<file path="src/rtl/qdr_pkg.sv">
package qdr_pkg;
    localparam int BURST = 4;
    localparam int BYTE_W = 8;

    typedef enum logic {
        PH_RISE = 1'b0,
        PH_FALL = 1'b1
    } phase_e;
endpackage

</file>
<file path="src/rtl/qdr_store.sv">
module qdr_store #(
    parameter int AW    = 4,
    parameter int ENT_W = 64
) (
    input  logic             clk,
    input  logic             rst_n,
    input  logic             we,
    input  logic [AW-1:0]    w_addr,
    input  logic [ENT_W-1:0] w_data,
    input  logic [AW-1:0]    mrg_addr,
    output logic [ENT_W-1:0] mrg_data,
    input  logic [AW-1:0]    rd_addr,
    output logic [ENT_W-1:0] rd_data
);
    localparam int DEPTH = 1 << AW;

    logic [ENT_W-1:0] mem_q [DEPTH];

    assign mrg_data = mem_q[mrg_addr];
    assign rd_data  = mem_q[rd_addr];

    always_ff @(posedge clk or negedge rst_n) begin
        if (!rst_n) begin
            for (int i = 0; i < DEPTH; i++) mem_q[i] <= '0;
        end else if (we) begin
            mem_q[w_addr] <= w_data;
        end
    end
endmodule

</file>
<file path="src/rtl/qdr_arb.sv">
module qdr_arb
    import qdr_pkg::*;
(
    input  logic clk,
    input  logic rst_n,
    input  logic rd_n,
    input  logic wr_n,
    output logic rise_slot,
    output logic rd_go,
    output logic wr_go
);
    typedef struct packed {
        phase_e ph;
        logic   rd_last;
        logic   wr_last;
    } arb_t;

    arb_t st_q, st_d;
    logic cmd_edge;

    always_comb begin
        st_d      = st_q;
        cmd_edge  = (st_q.ph == PH_RISE);
        rise_slot = cmd_edge;
        rd_go     = cmd_edge && !rd_n && !st_q.rd_last;
        wr_go     = cmd_edge && !wr_n && rd_n && !st_q.wr_last;
        st_d.ph   = (st_q.ph == PH_RISE) ? PH_FALL : PH_RISE;
        if (cmd_edge) begin
            st_d.rd_last = rd_go;
            st_d.wr_last = wr_go;
        end
    end

    always_ff @(posedge clk or negedge rst_n) begin
        if (!rst_n) st_q <= '{ph: PH_RISE, rd_last: 1'b0, wr_last: 1'b0};
        else        st_q <= st_d;
    end
endmodule

</file>
<file path="src/rtl/qdr_wr_path.sv">
module qdr_wr_path
    import qdr_pkg::*;
#(
    parameter int AW = 4,
    parameter int DW = 16
) (
    input  logic                clk,
    input  logic                rst_n,
    input  logic                wr_go,
    input  logic [AW-1:0]       addr,
    input  logic [DW-1:0]       wdata,
    input  logic [DW/8-1:0]     wbe,
    output logic [AW-1:0]       mem_addr,
    input  logic [BURST*DW-1:0] mem_old,
    output logic                mem_we,
    output logic [BURST*DW-1:0] mem_new
);
    localparam int NB    = DW / BYTE_W;
    localparam int ENT_W = BURST * DW;
    localparam int LANES = BURST * NB;
    localparam int BCW   = $clog2(BURST);

    typedef struct packed {
        logic [1:0]         dv;
        logic [1:0][AW-1:0] da;
        logic               act;
        logic [BCW-1:0]     bcnt;
        logic [AW-1:0]      wadr;
        logic [ENT_W-1:0]   wbuf;
        logic [LANES-1:0]   msk;
    } wr_t;

    wr_t st_q, st_d;
    logic [BCW-1:0] idx;

    always_comb begin
        st_d       = st_q;
        mem_we     = 1'b0;
        st_d.dv    = {st_q.dv[0], wr_go};
        st_d.da[0] = addr;
        st_d.da[1] = st_q.da[0];
        idx        = st_q.dv[1] ? '0 : st_q.bcnt;
        if (st_q.dv[1]) st_d.wadr = st_q.da[1];
        if (st_q.dv[1] || st_q.act) begin
            st_d.wbuf[int'(idx)*DW +: DW] = wdata;
            st_d.msk[int'(idx)*NB +: NB]  = wbe;
            if (int'(idx) == BURST - 1) begin
                mem_we   = 1'b1;
                st_d.act = 1'b0;
            end else begin
                st_d.act  = 1'b1;
                st_d.bcnt = idx + 1'b1;
            end
        end
        mem_addr = st_q.wadr;
        for (int i = 0; i < LANES; i++) begin
            mem_new[i*BYTE_W +: BYTE_W] = st_d.msk[i] ? st_d.wbuf[i*BYTE_W +: BYTE_W]
                                                      : mem_old[i*BYTE_W +: BYTE_W];
        end
    end

    always_ff @(posedge clk or negedge rst_n) begin
        if (!rst_n) st_q <= '0;
        else        st_q <= st_d;
    end
endmodule

</file>
<file path="src/rtl/qdr_rd_path.sv">
module qdr_rd_path
    import qdr_pkg::*;
#(
    parameter int AW = 4,
    parameter int DW = 16,
    parameter int RL = 3
) (
    input  logic                clk,
    input  logic                rst_n,
    input  logic                rd_go,
    input  logic [AW-1:0]       addr,
    output logic [AW-1:0]       mem_addr,
    input  logic [BURST*DW-1:0] mem_data,
    output logic [DW-1:0]       rdata,
    output logic                rdata_oe
);
    localparam int ENT_W = BURST * DW;
    localparam int LW    = $clog2(BURST + 1);

    typedef struct packed {
        logic [RL-1:0]         pv;
        logic [RL-1:0][AW-1:0] pa;
        logic [LW-1:0]         left;
        logic [ENT_W-1:0]      words;
    } rd_t;

    rd_t st_q, st_d;

    always_comb begin
        st_d       = st_q;
        st_d.pv[0] = rd_go;
        st_d.pa[0] = addr;
        for (int i = 1; i < RL; i++) begin
            st_d.pv[i] = st_q.pv[i-1];
            st_d.pa[i] = st_q.pa[i-1];
        end
        mem_addr = st_q.pa[RL-1];
        if (st_q.pv[RL-1]) begin
            st_d.words = mem_data;
            st_d.left  = LW'(BURST);
        end else if (st_q.left != '0) begin
            st_d.words = st_q.words >> DW;
            st_d.left  = st_q.left - 1'b1;
        end
        rdata_oe = (st_q.left != '0);
        rdata    = rdata_oe ? st_q.words[DW-1:0] : '0;
    end

    always_ff @(posedge clk or negedge rst_n) begin
        if (!rst_n) st_q <= '0;
        else        st_q <= st_d;
    end
endmodule

</file>
<file path="src/rtl/qdr_burst4_sram.sv">
module qdr_burst4_sram
    import qdr_pkg::*;
#(
    parameter int AW     = 4,
    parameter int DW     = 16,
    parameter int RD_LAT = 3
) (
    input  logic            clk,
    input  logic            rst_n,
    input  logic            rd_n,
    input  logic            wr_n,
    input  logic [AW-1:0]   addr,
    input  logic [DW-1:0]   wdata,
    input  logic [DW/8-1:0] wbe,
    output logic            rise_slot,
    output logic [DW-1:0]   rdata,
    output logic            rdata_oe
);
    localparam int ENT_W = BURST * DW;

    logic             rd_go, wr_go, mem_we;
    logic [AW-1:0]    w_addr, r_addr;
    logic [ENT_W-1:0] old_ent, new_ent, rd_ent;

    qdr_arb u_arb (
        .clk(clk), .rst_n(rst_n), .rd_n(rd_n), .wr_n(wr_n),
        .rise_slot(rise_slot), .rd_go(rd_go), .wr_go(wr_go)
    );

    qdr_wr_path #(.AW(AW), .DW(DW)) u_wr (
        .clk(clk), .rst_n(rst_n), .wr_go(wr_go), .addr(addr),
        .wdata(wdata), .wbe(wbe), .mem_addr(w_addr), .mem_old(old_ent),
        .mem_we(mem_we), .mem_new(new_ent)
    );

    qdr_rd_path #(.AW(AW), .DW(DW), .RL(RD_LAT)) u_rd (
        .clk(clk), .rst_n(rst_n), .rd_go(rd_go), .addr(addr),
        .mem_addr(r_addr), .mem_data(rd_ent), .rdata(rdata), .rdata_oe(rdata_oe)
    );

    qdr_store #(.AW(AW), .ENT_W(ENT_W)) u_store (
        .clk(clk), .rst_n(rst_n), .we(mem_we), .w_addr(w_addr), .w_data(new_ent),
        .mrg_addr(w_addr), .mrg_data(old_ent), .rd_addr(r_addr), .rd_data(rd_ent)
    );
endmodule

</file>
<file path="config.mk">
export PLATFORM = sky130hd
export DESIGN_NAME = qdr_burst4_sram
export DESIGN_NICKNAME = d
export VERILOG_FILES = /design/src/rtl/qdr_pkg.sv /design/src/rtl/qdr_store.sv /design/src/rtl/qdr_arb.sv /design/src/rtl/qdr_wr_path.sv /design/src/rtl/qdr_rd_path.sv /design/src/rtl/qdr_burst4_sram.sv
export SDC_FILE = /design/constraint.sdc
export NUM_CORES = 2
export LEC_CHECK = 0
export BUFFER_PORTS_ARGS = -buffer_cell sky130_fd_sc_hd__buf_2
export CAP_MARGIN = 20
export CORE_ASPECT_RATIO = 0.9
export CORE_MARGIN = 2
export CORE_UTILIZATION = 55
export DETAILED_ROUTE_END_ITERATION = 10
export PLACE_DENSITY = 0.8
export SETUP_SLACK_MARGIN = 0.1
export SLEW_MARGIN = 20
export SYNTH_ARGS = -nofsm -noshare
export SYNTH_HDL_FRONTEND = slang
export SYNTH_HIERARCHICAL = 1
export SYNTH_SLANG_ARGS = --single-unit
</file>
<file path="constraint.sdc">
create_clock -name clk -period 6.12 [get_ports clk]
set_clock_uncertainty 0.2 [all_clocks]
set_input_delay 0.306 -clock clk [delete_from_list [all_inputs] [get_ports clk]]
set_output_delay 0.306 -clock clk [all_outputs]
set_load 0.03 [all_outputs]
</file>
After elaboration in Yosys (flattened, before gate mapping)
Cells that the tools add are included.
Storage, ports and cells
  bits in registers: 1190
  logic and storage cells: 89
Cells by class
  add/subtract/negate cells: 4
  magnitude comparators: 3
  equal/unequal tests: 1
  shift-type cells: 4
  mux-type cells: 28
  bitwise logic cells: 4
  reductions and logical operators: 14
Operators with widths (number)
  $bwmux 1024: 1
  $bmux 64 s4: 2
  $mux 64: 5
  $demux 64 s4: 1
  $mux 67: 2
  $mux 72: 1
  $bwmux 64: 1
  $mux 8: 8
  $shift 16x33->64 const A: 1
  $shiftx 16x33->64: 1
  $neg 3->33: 1
  $neg 6->33: 1
  $shift 2x33->8 const A: 1
  $shiftx 2x33->8: 1
  $mux 16: 1
  $ge 5x5->1 const B: 2
  $not 4->5: 2
  $bwmux 8: 1
  $logic_and 1x1->1: 6
  $lt 5x1->1 const B: 1
  $logic_not 1->1: 4
  $mux 1: 4
  $reduce_bool 3->1: 1
  $sub 3x1->3 const B: 1
  other kinds (7): 8

Longest topological paths before layout
  word-level depth: 7
  depth in mapped cells: 14
  depth with buffers taken out: 7

Hierarchy
Netlist, hierarchy kept.
Modules (own cells, without submodules)
  qdr_store: times used 1, cells each 3310, area each 52829.4 um^2, sequential area each 25624.6 um^2
  qdr_wr_path: times used 1, cells each 437, area each 4805.9 um^2, sequential area each 2227.1 um^2
  qdr_rd_path: times used 1, cells each 329, area each 3548.4 um^2, sequential area each 2052.0 um^2
  qdr_arb: times used 1, cells each 8, area each 115.1 um^2, sequential area each 75.1 um^2

Least setup slack after synthesis
No wires, ideal clock.
  path type: register to register
  start: register u_wr/st_q[88] (netlist bit)
  end: register u_store/mem_q[160] (netlist bit)
  library setup time: 0.125 ns
  arrival: 3.468 ns
  data required time: 5.795 ns
  path slack: 2.327 ns
  stages on the path, launching flop included: 14
  path buffers: 6
  period minus slack after synthesis: 3.793 ns
  cells stage by stage: dfrtp_1 -> clkbuf_1 -> nand2b_1 -> clkbuf_1 -> buf_2 -> inv_1 -> ha_1 -> or4b_4 -> buf_6 -> o32a_1 -> buf_6 -> mux2_1 -> clkbuf_1 -> mux2_2
On the way
  cells in the longest elaborated chain, start to end: 7
RTL lines
  from (decl): RTL line qdr_wr_path.sv:33  | wr_t st_q, st_d;
  from (signal assigned): RTL line qdr_wr_path.sv:64  | else st_q <= st_d;
  $mux 2: RTL line qdr_wr_path.sv:42  | idx = st_q.dv[1] ? '0 : st_q.bcnt;
  $neg 6->33 / $neg 3->33 (equally long branches): RTL line qdr_wr_path.sv:45, qdr_wr_path.sv:46
  $shiftx 16x33->64 (tied with other cells): RTL line qdr_wr_path.sv:45  | st_d.wbuf[int'(idx)*DW +: DW] = wdata;
  $bwmux 64 / $bwmux 8 (equally long branches): RTL line qdr_wr_path.sv:45, qdr_wr_path.sv:46
  $mux 72 (*): RTL line qdr_wr_path.sv:44  | if (st_q.dv[1] || st_q.act) begin
  $mux 8 (*): RTL line qdr_wr_path.sv:57  | mem_new[i*BYTE_W +: BYTE_W] = st_d.msk[i] ? st_d.wbuf[i*BYTE_W +: BYTE_W]
  net new_ent[32]: RTL line qdr_burst4_sram.sv:23  | logic [ENT_W-1:0] old_ent, new_ent, rd_ent;
  $bwmux 1024 (*): RTL line qdr_store.sv:26  | mem_q[w_addr] <= w_data;
  to (signal, indexed assignment): RTL line qdr_store.sv:26
  to (decl): RTL line qdr_store.sv:17  | logic [ENT_W-1:0] mem_q [DEPTH];
The timed path passes the listed nets; every way through them passes the cells marked *.
A chain may end at the register's enable or synchronous reset.

Final worst setup path
  start: register u_wr/st_q[77] (netlist bit)
  end: register u_store/mem_q[686] (netlist bit)
On the way
  cells in the longest elaborated chain, start to end: 7
RTL lines (RTL line)
  $mux 2 (*): qdr_wr_path.sv:42
  $neg 6->33 / $neg 3->33 (equally long branches): qdr_wr_path.sv:45, qdr_wr_path.sv:46
  $shiftx 16x33->64 (tied with other cells): qdr_wr_path.sv:45
  $bwmux 64 / $bwmux 8 (equally long branches): qdr_wr_path.sv:45, qdr_wr_path.sv:46
  $mux 72 (*): qdr_wr_path.sv:44
  $mux 8 (*): qdr_wr_path.sv:57
  net new_ent[46]: qdr_burst4_sram.sv:23
  $bwmux 1024 (*): qdr_store.sv:26
Marked as above.

==> results.json <==
{
  "ff2ff_setup_slack_ns": 1.61,
  "tritoncts": "yes",
  "grt_pass1_wl_um": 254000,
  "cts_sinks": 1198,
  "synthCells": 4084,
  "grt_pass1_vias": 40500,
  "synth_nets": 4115,
  "rr_startpoint": "u_wr/st_q[77]$_DFFE_PN0P_",
  "port-buffer-count": 43,
  "synth_top_area_share_pct": 48.9,
  "syn_area_per_cell_um2": 15.0,
  "die_x_um": 356,
  "whs_ns": 0.0108,
  "slew_viol_final": 0,
  "cts_root_buf": "clkbuf_16",
  "grtUsageTotal_pct": 29.5,
  "yosysTopAreaCell": "dfrtp_1",
  "rsz0062_at_grt": "no",
  "die_h_um": 321,
  "finalSetupTns_ns": 0,
  "viasPerCell": 6.99,
  "rows": 116,
  "synth_edf_count": 0,
  "grt_max_degree": 152,
  "gr-total-overflow": 0,
  "crit_path_max_fanout": 24,
  "syn_to_final_growth_pct": 9.18,
  "hold_class": "primary input to async pin",
  "fin_crit_ns": 4.51,
  "layout_commonest_cell": "dfrtp_1",
  "hold_viol": 0,
  "stdcell_count": 5523,
  "fin_crit_sh_pct": 73.7,
  "worst_pin_slew_ns": 1.15,
  "nNetsFinal": 3984,
  "yosys_most_used_dff": "dfrtp_1",
  "drive_above_1_share_pct": 48.6,
  "drt-initial-drc-count": 4260,
  "yosys_warnings": 6,
  "gp_congestion": 0.855,
  "drv_cap": 0,
  "cts_setup_buffers": 0,
  "final_cell_mix": "dfrtp_1, mux2_2, mux4_2",
  "ios": 44,
  "startpoint_type": "flop",
  "p_leak_nw": 29.3,
  "drt_wl_total_um": 166000,
  "ant_nets": 0,
  "post_cts_resize_count": 0,
  "htreeDepth": 3,
  "yosys-top-cells-area": "dfrtp_1, mux2_2, mux4_2",
  "fmax_mhz": 222,
  "r2r-end": "u_store/mem_q[686]$_DFFE_PN0P_",
  "post-route-util_pct": 60.4,
  "startpoint": "u_wr/st_q[77]$_DFFE_PN0P_",
  "required_ns": 6.52,
  "clk_path_buf_depth": 3,
  "clk_pin_slew_worst_paths_ns": 0.06,
  "coreArea_mm2": 0.111,
  "wl_per_cell_um": 30.1,
  "ctsHoldBuffers": 24,
  "total_power_mw": 25.8,
  "via_count": 38600,
  "finalSetupViolations": 0,
  "antenna_found_initial": 4,
  "synthArstFlopShare_pct": 100,
  "outcome": "finished, final reports clean",
  "path_class": "flop to flop",
  "syn-cell-area_mm2": 0.0613,
  "clock_latency_ns": 0.73,
  "dp.cells": 5283,
  "start_util_pct": 55.3,
  "synth_cell_types": 52,
  "critPathCapture": "u_store/mem_q[686]$_DFFE_PN0P_",
  "critPathArrivalTime_ns": 4.91,
  "drc": 0,
  "die_area_mm2": 0.114,
  "ys_seq_area_share_pct": 48.9,
  "dp_hpwl_um": 93900,
  "end_kind": "flop",
  "rr_worst_depth": 7,
  "relSlewSlack_pct": 23.2,
  "max-vdd-ir-drop_mv": 0.310,
  "first_pass_iters": 6,
  "synth-seq-cells": 1198,
  "cts_inserted_buffers": 119,
  "power_density_mw_per_mm2": 386
}
==> flip-flops by register name, summed over array words and instances (netlist names), named ones only <==
register and flops:
u_arb/st_q 3, u_rd/st_d 10, u_wr/st_q 72, u_rd/mem_addr 4, u_wr/mem_addr 4, u_rd/st_q 68, u_wr/st_d 5, u_store/mem_q 1024
==> worst min-delay path by stage <==
stage	from	end	slack [ns]	cells past startpoint
after floorplan	rst_n	u_arb/st_q[0]$_DFFE_PN0N_	-0.19	0
after global placement	u_wr/st_d[83]$_DFF_PN0_	u_wr/st_q[83]$_DFF_PN0_	0.13	0
after detailed placement	u_rd/st_d[81]$_DFF_PN0_	u_rd/st_q[81]$_DFF_PN0_	0.13	0
after CTS	addr[1]	u_rd/st_d[72]$_DFF_PN0_	0.009	2
after global routing	addr[1]	u_rd/st_d[72]$_DFF_PN0_	0.03	2
final	rst_n	u_store/mem_q[325]$_DFFE_PN0P_	0.01	2
==> logic make-up after synthesis <==
kind of cell | after synthesis | share of synthesized area (%)
flip-flops | 1198 | 48.9
AND/OR/NAND/NOR | 322 | 2.45
multiplexers | 1654 | 39.7
adder cells (fa/ha/maj) | 5 | 0.102
AO/OA/AOI/OAI | 450 | 5.30
XOR/XNOR | 1 | 0.0143
buffers and inverters | 454 | 3.53
==> worst max-delay path, cell delays in order (launching register included) <==
cell and delay [ns]:
dfrtp_1 0.44, nand2b_1 0.63, inv_1 0.10, ha_1 0.59, or4b_4 0.76, o32a_1 0.65
mux2_1 0.63, mux2_2 0.36
==> per-stage QoR <==
step                      setup WS, ns  instance area, um2
after floorplan                   2.33               61300
after global placement            1.89               62500
after detailed placement          1.74               62600
after CTS                         1.73               66900
after global routing              1.50               66900
final                             1.61               66900
==> per-layer routing <==
metal,wire (um),part of all wire (%),vias to the layer above,GRT usage [%]
met1,65800,40,20600,41.5
met4,6550,3.9,4,10.8
met3,17200,10,465,7.42
li1,-,-,15500,-
met5,26,0.016,-,0
met2,76800,46,2022,44.9
==> cells in the mapped netlist, types with 15 or more instances <==
cell	count
dfrtp_1	1198
mux2_2	1078
mux4_2	512
a22oi_1	256
nand2_1	232
clkbuf_1	195
buf_2	151
o21ai_0	56
mux2i_1	48
inv_1	46
o21ai_1	41
buf_1	22
and2_1	20
buf_4	19
and3b_1	18
buf_6	16
mux2_1	16
o2111ai_1	16
o211ai_1	16
o221ai_1	16
o32ai_1	16
a32o_1	15
==> area by class of cell <==
type,instances,area (um2)
fill,8017,44000
sequential,1198,30000
multi-input combinational,2432,29400
clock buffer,175,3630
tap,1475,1850
timing repair buffer,156,1480
clock inverter,39,428
inverter,46,173
antenna,2,5.00
==> power breakdown <==
group	switching [mW]	internal, mW
logic	3.63	3.58
registers	1.39	9.69
clock network	3.12	4.42
total	8.14	17.7
Note: power is estimated with default switching activity, not from simulation.
